File: src/rtl/pcc_pkg.sv
`timescale 1ns/1ps
package pcc_pkg;
    typedef enum logic [1:0] {
        MODE_NORMAL    = 2'd0,
        MODE_RANGE     = 2'd1,
        MODE_NORECYCLE = 2'd2,
        MODE_MODULO    = 2'd3
    } cnt_mode_e;

    typedef enum logic [1:0] {
        EV_CARRY   = 2'd0,
        EV_COMPARE = 2'd1,
        EV_WRAP    = 2'd2,
        EV_INDEX   = 2'd3
    } ev_src_e;

    typedef enum logic [1:0] {
        REG_CMD   = 2'd0,
        REG_MODE  = 2'd1,
        REG_IOCTL = 2'd2,
        REG_INDEX = 2'd3
    } reg_sel_e;

    typedef enum logic { SEQ_STEP = 1'b0, SEQ_PARK = 1'b1 } seq_state_e;
    typedef enum logic { CORE_RUN = 1'b0, CORE_HALT = 1'b1 } core_state_e;

    // status byte bits [5:0]
    typedef struct packed {
        logic up;
        logic err;
        logic sign;
        logic cmp;
        logic borrow;
        logic carry;
    } flags_t;
endpackage

File: src/rtl/pcc_byte_seq.sv
`timescale 1ns/1ps
module pcc_byte_seq
    import pcc_pkg::*;
#(
    parameter int NBYTES = 3,
    localparam int IW = $clog2(NBYTES)
) (
    input  logic          clk,
    input  logic          rst_n,
    input  logic          rewind,
    input  logic          advance,
    output logic [IW-1:0] idx
);
    seq_state_e    st_q, st_d;
    logic [IW-1:0] idx_q, idx_d;

    always_ff @(posedge clk or negedge rst_n) begin
        if (!rst_n) begin
            st_q  <= SEQ_STEP;
            idx_q <= '0;
        end else begin
            st_q  <= st_d;
            idx_q <= idx_d;
        end
    end

    always_comb begin
        st_d  = st_q;
        idx_d = idx_q;
        if (rewind) begin
            st_d  = SEQ_STEP;
            idx_d = '0;
        end else if (advance) begin
            unique case (st_q)
                SEQ_STEP: begin
                    idx_d = idx_q + 1'b1;
                    if (idx_q == IW'(NBYTES - 2)) st_d = SEQ_PARK;
                end
                SEQ_PARK: idx_d = idx_q;
                default:  st_d = SEQ_STEP;
            endcase
        end
    end

    assign idx = idx_q;
endmodule

File: src/rtl/pcc_count_core.sv
`timescale 1ns/1ps
module pcc_count_core
    import pcc_pkg::*;
#(
    parameter int CNT_W = 24
) (
    input  logic             clk,
    input  logic             rst_n,
    input  cnt_mode_e        mode,
    input  logic [CNT_W-1:0] ceil,
    input  logic             step_en,
    input  logic             up,
    input  logic             zero_ld,
    input  logic             preset_ld,
    input  logic             flag_clr,
    input  logic             err_clr,
    input  logic             noise_hit,
    input  ev_src_e          ev_sel,
    input  logic             idx_evt,
    input  logic             irq_clr,
    output logic [CNT_W-1:0] count,
    output flags_t           flags,
    output logic             halted,
    output logic             live,
    output logic             event_pulse,
    output logic             irq_pending
);
    localparam logic [CNT_W-1:0] ALL_ONES = '1;

    core_state_e      st_q, st_d;
    logic [CNT_W-1:0] cnt_q, cnt_d, top_val, stepped;
    logic             at_top, at_bot, carry_now, borrow_now, cmp_now, ev_now;
    flags_t           fl_q;
    logic             pulse_q, pend_q;

    always_comb begin
        top_val    = (mode == MODE_RANGE || mode == MODE_MODULO) ? ceil : ALL_ONES;
        live       = step_en && (st_q == CORE_RUN) && !zero_ld && !preset_ld;
        at_top     = (cnt_q == top_val);
        at_bot     = (cnt_q == '0);
        carry_now  = live && up && at_top;
        borrow_now = live && !up && at_bot;
        if (up)
            stepped = at_top ? ((mode == MODE_RANGE) ? cnt_q : '0) : cnt_q + 1'b1;
        else
            stepped = at_bot ? ((mode == MODE_RANGE) ? cnt_q : top_val) : cnt_q - 1'b1;
        cmp_now = live && (stepped == ceil);

        cnt_d = cnt_q;
        st_d  = st_q;
        if (zero_ld) begin
            cnt_d = '0;
            st_d  = CORE_RUN;
        end else if (preset_ld) begin
            cnt_d = ceil;
            st_d  = CORE_RUN;
        end else if (live) begin
            cnt_d = stepped;
            if (mode == MODE_NORECYCLE && (carry_now || borrow_now)) st_d = CORE_HALT;
        end

        unique case (ev_sel)
            EV_CARRY:   ev_now = carry_now;
            EV_COMPARE: ev_now = cmp_now;
            EV_WRAP:    ev_now = carry_now || borrow_now;
            EV_INDEX:   ev_now = idx_evt;
            default:    ev_now = 1'b0;
        endcase
    end

    always_ff @(posedge clk or negedge rst_n) begin
        if (!rst_n) begin
            st_q    <= CORE_RUN;
            cnt_q   <= '0;
            fl_q    <= '{up: 1'b1, default: 1'b0};
            pulse_q <= 1'b0;
            pend_q  <= 1'b0;
        end else begin
            st_q  <= st_d;
            cnt_q <= cnt_d;
            if (flag_clr) begin
                fl_q.carry  <= 1'b0;
                fl_q.borrow <= 1'b0;
                fl_q.cmp    <= 1'b0;
                fl_q.sign   <= 1'b0;
            end else begin
                if (carry_now)  fl_q.carry  <= 1'b1;
                if (borrow_now) fl_q.borrow <= 1'b1;
                if (cmp_now)    fl_q.cmp    <= 1'b1;
                if (borrow_now)     fl_q.sign <= 1'b1;
                else if (carry_now) fl_q.sign <= 1'b0;
            end
            fl_q.err <= noise_hit | (fl_q.err & ~err_clr);
            if (live) fl_q.up <= up;
            pulse_q <= ev_now;
            pend_q  <= ev_now | (pend_q & ~irq_clr);
        end
    end

    assign count       = cnt_q;
    assign flags       = fl_q;
    assign halted      = (st_q == CORE_HALT);
    assign event_pulse = pulse_q;
    assign irq_pending = pend_q;
endmodule

File: src/rtl/preset_counter_chan.sv
`timescale 1ns/1ps
module preset_counter_chan
    import pcc_pkg::*;
#(
    parameter int CNT_BYTES = 3,
    localparam int CNT_W = 8 * CNT_BYTES,
    localparam int IW = $clog2(CNT_BYTES)
) (
    input  logic       clk,
    input  logic       rst_n,
    input  logic       host_wr,
    input  logic       host_rd,
    input  logic       host_ctrl,
    input  logic [7:0] host_wdata,
    output logic [7:0] host_rdata,
    input  logic       cnt_en,
    input  logic       cnt_up,
    input  logic       index_in,
    input  logic       noise_hit,
    input  logic       irq_clr,
    output logic [7:0] filt_prescale,
    output logic       event_pulse,
    output logic       irq_pending
);
    reg_sel_e         wsel;
    logic             ctl_wr, dat_wr, dat_rd, cmd;
    logic             rewind, zero_ld, flag_clr, err_clr, pre_cmd, snap, psc_ld;
    logic             preset_ld, idx_act, idx_evt, step_req;
    logic [IW-1:0]    byte_idx;
    logic [CNT_W-1:0] preset_q, latch_q, count_w;
    logic [7:0]       presc_q;
    cnt_mode_e        mode_q;
    ev_src_e          ev_q;
    logic             io_en_q, pld_n_q, pol_q, idx_prev_q;
    logic             halted_w, live_w;
    flags_t           flags_w;
    logic             unused_wbit;

    assign unused_wbit = host_wdata[7];

    assign wsel     = reg_sel_e'(host_wdata[6:5]);
    assign ctl_wr   = host_wr && host_ctrl;
    assign dat_wr   = host_wr && !host_ctrl;
    assign dat_rd   = host_rd && !host_ctrl;
    assign cmd      = ctl_wr && (wsel == REG_CMD);
    assign rewind   = cmd && host_wdata[0];
    assign zero_ld  = cmd && (host_wdata[2:1] == 2'b01);
    assign flag_clr = cmd && (host_wdata[2:1] == 2'b10);
    assign err_clr  = cmd && (host_wdata[2:1] == 2'b11);
    assign pre_cmd  = cmd && (host_wdata[4:3] == 2'b01);
    assign snap     = cmd && (host_wdata[4:3] == 2'b10);
    assign psc_ld   = cmd && (host_wdata[4:3] == 2'b11);

    assign idx_act   = (index_in == pol_q);
    assign idx_evt   = idx_act && !idx_prev_q;
    assign preset_ld = pre_cmd || (idx_evt && !pld_n_q);
    assign step_req  = cnt_en && io_en_q;

    pcc_byte_seq #(.NBYTES(CNT_BYTES)) u_seq (
        .clk     (clk),
        .rst_n   (rst_n),
        .rewind  (rewind),
        .advance (dat_wr || dat_rd),
        .idx     (byte_idx)
    );

    always_ff @(posedge clk or negedge rst_n) begin
        if (!rst_n) begin
            mode_q     <= MODE_NORMAL;
            ev_q       <= EV_CARRY;
            io_en_q    <= 1'b0;
            pld_n_q    <= 1'b1;
            pol_q      <= 1'b1;
            idx_prev_q <= 1'b1;
            preset_q   <= '0;
            latch_q    <= '0;
            presc_q    <= '0;
        end else begin
            idx_prev_q <= idx_act;
            if (ctl_wr) begin
                unique case (wsel)
                    REG_CMD:   ;
                    REG_MODE:  mode_q <= cnt_mode_e'(host_wdata[2:1]);
                    REG_IOCTL: begin
                        io_en_q <= host_wdata[0];
                        pld_n_q <= host_wdata[1];
                        ev_q    <= ev_src_e'(host_wdata[4:3]);
                    end
                    REG_INDEX: pol_q <= host_wdata[1];
                    default:   ;
                endcase
            end
            if (dat_wr) preset_q[int'(byte_idx)*8 +: 8] <= host_wdata;
            if (snap)   latch_q <= count_w;
            if (psc_ld) presc_q <= preset_q[7:0];
        end
    end

    pcc_count_core #(.CNT_W(CNT_W)) u_core (
        .clk         (clk),
        .rst_n       (rst_n),
        .mode        (mode_q),
        .ceil        (preset_q),
        .step_en     (step_req),
        .up          (cnt_up),
        .zero_ld     (zero_ld),
        .preset_ld   (preset_ld),
        .flag_clr    (flag_clr),
        .err_clr     (err_clr),
        .noise_hit   (noise_hit),
        .ev_sel      (ev_q),
        .idx_evt     (idx_evt),
        .irq_clr     (irq_clr),
        .count       (count_w),
        .flags       (flags_w),
        .halted      (halted_w),
        .live        (live_w),
        .event_pulse (event_pulse),
        .irq_pending (irq_pending)
    );

    assign host_rdata    = host_ctrl ? {2'b00, flags_w} : latch_q[int'(byte_idx)*8 +: 8];
    assign filt_prescale = presc_q;
endmodule

File: config.mk
export PLATFORM = sky130hd
export DESIGN_NAME = preset_counter_chan
export DESIGN_NICKNAME = d
export VERILOG_FILES = /design/src/rtl/pcc_pkg.sv /design/src/rtl/pcc_byte_seq.sv /design/src/rtl/pcc_count_core.sv /design/src/rtl/preset_counter_chan.sv
export SDC_FILE = /design/constraint.sdc
export NUM_CORES = 1
export LEC_CHECK = 0
export BUFFER_PORTS_ARGS = -buffer_cell sky130_fd_sc_hd__buf_4
export CORE_MARGIN = 2
export CORE_UTILIZATION = 50
export CTS_BUF_LIST = sky130_fd_sc_hd__clkbuf_8
export DETAILED_ROUTE_END_ITERATION = 10
export PLACE_DENSITY = 0.65
export SLEW_MARGIN = 25
export SYNTH_ARGS = -nofsm -noshare
export SYNTH_HDL_FRONTEND = slang
export SYNTH_SLANG_ARGS = --single-unit
File: constraint.sdc
create_clock -name clk -period 4.5 [get_ports clk]
set_input_delay 0.225 -clock clk [delete_from_list [all_inputs] [get_ports clk]]
set_output_delay 0.225 -clock clk [all_outputs]
set_load 0.005 [all_outputs]
== Word level (Yosys, flattened, before mapping) ==
Index checks and enable logic that the tools add are counted.
Storage, ports and cells
  bits in registers: 100
  input bits: 18
  logic and storage cells: 132
Cells by class
  $add $sub $neg: 4
  equal/unequal tests: 20
  shift operators: 3
  mux-type cells: 29
  bitwise operators: 7
  reductions and logical operators: 48
Operator list (number)
  two-way mux 24 bit: 9
  equality test 24 bit: 2
  negation 5 -> 33 bit: 1
  variable shift 8 x 33 -> 24 bit, first input constant: 1
  indexed part select 8 x 33 -> 24 bit: 1
  adder 24 x 1 -> 24 bit, second input constant: 1
  bitwise mux 24 bit: 1
  zero test 24 bit: 1
  indexed part select 24 x 6 -> 8 bit: 1
  subtractor 24 x 1 -> 24 bit, second input constant: 1
  logical AND 1 bit: 23
  equality test 2 bit, second input constant: 10
  two-way mux 1 bit: 13
  equality test 2 x 1 -> 1 bit, second input constant: 6
  AND reduction 2 bit: 5
  nonzero test 3 bit: 3
  two-way mux 8 bit: 1
  nonzero test 2 bit: 4
  zero test 1 bit: 6
  two-way mux 2 bit: 3
  zero test 2 bit: 2
  logical OR 1 bit: 4
  two-way mux 4 bit: 1
  one-hot mux 1 bit (4 select lines): 1
  6 further kinds: 10

== Longest topological paths before layout ==
  word-level depth: 14
  mapped depth: 16
  gate-level depth less buffers: 13

== Cells and area by module ==
Synthesis repeated with hierarchy kept, for this count alone.
Second synthesis, totals
  cell total of the unflattened synthesis: 887
  area total of the unflattened synthesis: 7687.4 µm²
By module, submodules not included
  pcc_count_core: instances 1, cells each 638, area an instance 4575.6 µm², sequential area each 827.0 µm²
  preset_counter_chan: instances 1, cells each 236, area an instance 2962.8 µm², sequential area each 1605.3 µm²
  pcc_byte_seq: instances 1, cells each 13, area an instance 148.9 µm², sequential area each 75.1 µm²

== Least setup slack after synthesis ==
No wires, ideal clock.
  path kind: reg-to-reg
  from: reg u_core.cnt_q[0] (netlist: u_core.count[0])
  to: reg u_core.pend_q (netlist: u_core.irq_pending)
  data arrival time: 3314 ps
  required time: 4409 ps
  setup slack: 1095 ps
  stages on the path, launching flop included: 14
  buffers on the path: 1
  path through: dfrtp_1 > clkbuf_1 > inv_1 > ha_1 > or4b_1 > nor4_1 > nand2_1 > xnor2_1 > o21ai_0 > o211a_1 > a2111o_1 > nor4_2 > o2111ai_1 > o221ai_1
Between the ends
  cells in the longest elaborated chain, start to end: 7
  elaborated cells between the ends (all ways): 16
RTL lines
  start: declaration: line pcc_count_core.sv:31  | logic [CNT_W-1:0] cnt_q, cnt_d, top_val, stepped;
  start signal: assignment: line pcc_count_core.sv:80  | cnt_q <= cnt_d;
  subtractor 24 x 1 -> 24 bit (tied with other cells): line pcc_count_core.sv:46  | stepped = at_bot ? ((mode == MODE_RANGE) ? cnt_q : top_val) : cnt_q - 1'b1;
  two-way mux 24 bit (on tied branches): line pcc_count_core.sv:46, pcc_count_core.sv:44
  two-way mux 24 bit: line pcc_count_core.sv:43  | if (up)
  equality test 24 bit: line pcc_count_core.sv:47  | cmp_now = live && (stepped == ceil);
  logical AND 1 bit: line pcc_count_core.sv:47
  one-hot mux 1 bit (4 select lines) *: line pcc_count_core.sv:62  | unique case (ev_sel)
  OR 1 bit *: line pcc_count_core.sv:96  | pend_q <= ev_now | (pend_q & ~irq_clr);
  end signal: assignment: line pcc_count_core.sv:96
  end: declaration: line pcc_count_core.sv:34  | logic pulse_q, pend_q;
Mark *: on every way between the ends. The rest lies on a longest branch, timed or not.
A chain may end at the register's enable or synchronous reset.

== Worst setup path after layout ==
  from: reg u_core.cnt_q[17] (netlist: u_core.count[17])
  to: reg u_core.pend_q (netlist: u_core.irq_pending)
The elaborated chain is that of the path after synthesis.

==> flow_summary.toml <==
[timing]
slew_violations = 0
worstMarginPinSlew_ps = 1029
period_minus_slack_ps = 4293
min_period_over_period = 0.9540
setup_ws_ps = 207.1
max_freq_mhz = 232.9
hold_ws_ps = 10.14
finalSetupTns_ps = 0
rsz0062_at_grt = "false"
relSlewSlack = 0.3116
finalSetupViolCount = 0
hold_viol = 0
fin_skew_ps = 18.84

[global_routing]
gr-total-overflow = 0
grt_pass1_vias = 8285
grt_max_degree = 65
grt_pass1_wl_um = 52590
antenna_found_initial = 0
grt.total_usage = 0.4037

[critical_path]
end_kind = "register"
start_kind = "register"
cp_cell_sequence = "or4_1, or3_4, nor2_2, buf_4, nor2_1, a311oi_1, a211oi_2, xnor2_1, a2111o_1, nor4_2, o2111ai_1, buf_4, o221ai_1"
crit_type = "register to register"
crit_required_ps = 4810
reg2reg_to = "u_core.irq_pending"
rrSetupSlack_ps = 210
arrival_ps = 4600
critPathTopFamily = "simple AND/OR/NAND/NOR gates"
path_buf_inv = 2
critPathSlowestCell = "or4_1"
cpMostUsedCell = "buf_4"
reg2reg_from = "u_core.count[17]"
crit_path_max_fanout = 7
reg2regPathDepth = 13
max_stage_delay_ps = 710

[clock_network]
htreeDepth = 3
insertion_delay_ps = 400
holdBufCountCts = 1
clk_pin_slew_worst_paths_ps = 120
cts_tree = "yes"
cts_resized = 0
root_buffer = "clkbuf_8"
postCtsSetupBuffers = 0
clock-sinks = 100
cts_max_path_buffers = 2
numCtsBuffers = 9

[min_path]
holdCritStartpoint = "noise_hit"
hold_path_class = "input port to register"
holdPathStages = 2
whs_endpoint = "u_core.flags[4]"

[place]
numPortBuffers = 35
dp.cells = 1260
gp_congestion = 1.151
dp_hpwl_um = 26420
dp_slack_ps = 370.6

[power]
p_leak_uw = 0.003930
powerDensity_nw_per_um2 = 623.0
irDropWorstVdd_uv = 328.3

[yosys]
synthFlopType = "dfrtp_1"
yosysWarnings = 0
synth_edf_count = 0
ys_seq_elements = 100
netlist_instances = 1003
syn_avg_cell_area_um2 = 8.162
async_flop_share = 1.000
syn-num-nets = 1029
seq_area_frac_synth = 0.3063
syn_area_um2 = 8187
synth_cell_type_count = 83
synth_area_leaders = "dfrtp_1, mux2_2, nand2_1"
synth_top_cell_by_area = "dfrtp_1"
yosys.area.top_type_share = 0.2934

[floorplan]
die_area_um2 = 17410
coreArea_um2 = 15940
die_h_um = 132.0
rows = 46
fp.dieW_um = 132.0
start_util = 0.5135
ioPinCount = 36

[route]
first_pass_iters = 8
wl_um = 35120
vias_per_cell = 6.853
wl_per_cell_um = 27.48
vias = 8758
route.detailed.drc = 0
drtIter0Drc = 1385
ant_nets = 0

[final_layout]
area_delta_synth_final_pct = 13.82
fill_cells = 1485
instances_no_fill = 1278
layout_commonest_cell = "buf_4"
fin_nets = 1082
layout_common_cells = "buf_4, nand2_1, dfrtp_1"
drive_above_1_share = 0.2205

[run_status]
status = "complete, no violations"

[flow_run]
drv_cap = 0
## kinds of logic (layout without fill, tap and decap cells)
logic type               after synthesis  count (layout)  share of synthesized area
multiplexers                          61              61                    0.08054
flip-flops                           100             100                     0.3063
AND/OR/NAND/NOR                      373             373                     0.2426
AO/OA/AOI/OAI                        279             279                     0.2338
adder cells (fa/ha/maj)                8               8                    0.01223
XOR/XNOR                              53              53                    0.05670
other                                  0               1                          0
buffers and inverters                129             187                    0.06786
## worst max-delay path by stage
| stage | from | to | slack (ps) | cells past startpoint |
|---|---|---|---|---|
| final | u_core.count[17] | u_core.irq_pending | 210 | 13 |
| after floorplan | u_core.count[0] | u_core.irq_pending | 1090 | 13 |
| after detailed placement | u_core.count[17] | u_core.irq_pending | 370 | 13 |
| after CTS | u_core.count[17] | u_core.irq_pending | 340 | 13 |
| after global routing | u_core.count[14] | u_core.irq_pending | 170 | 13 |
| after global placement | u_core.count[14] | u_core.irq_pending | 350 | 14 |
## state kept, by name, summed over array words and instances (netlist names), 2 cells and up
name           flops
u_seq.idx          2
latch_q           24
u_core.flags       6
filt_prescale      8
preset_q          24
u_core.count      24
ev_q               2
mode_q             2
## cell type report
class,instances,area (µm²),area share
Multi-Input combinational cell,774,5129,0.5504
Clock buffer,9,123.9,0.01329
Clock inverter,7,92.59,0.009937
Antenna cell,1,2.502,0.0002686
Sequential cell,100,2507,0.2691
Tap cell,216,270.3,0.02900
Timing Repair Buffer,146,1099,0.1179
Inverter,25,93.84,0.01007
## cell usage after synthesis (23+ instances only)
master and n:
a21oi_1 71, a22o_1 25, clkbuf_1 61, dfrtp_1 96, mux2_2 39, nand2_1 104
nand3_1 37, nand4_1 23, nor2_1 70, nor3_1 24, o21ai_0 36, xnor2_1 31
## routing by layer
metal | global-route usage | routed length, µm | share of wire
met1 | 0.5342 | 13830 | 0.39
met2 | 0.6198 | 15420 | 0.44
met3 | 0.08727 | 3852 | 0.11
met4 | 0.2150 | 2014 | 0.057
met5 | 0 | 0 | 0
## through the flow
step | power [µW] | util | area [µm²]
2_1_floorplan | 3688 | - | 8187
3_3_place_gp | 5020 | 0.5701 | 9089
3_5_place_dp | 5021 | 0.5701 | 9089
4_1_cts | 5670 | 0.5843 | 9315
5_1_grt | 6068 | 0.5843 | 9315
6_report | 5804 | 0.5844 | 9318
## power breakdown
group          total [µW]  switching, µW  internal, µW  leakage, µW
Combinational        3250           1860          1390      0.00253
Sequential           1920            715          1200      0.00129
Clock                 640            368           272     0.000109
Total                5800           2940          2870      0.00393
No activity file was read; power rests on OpenSTA's default activity.
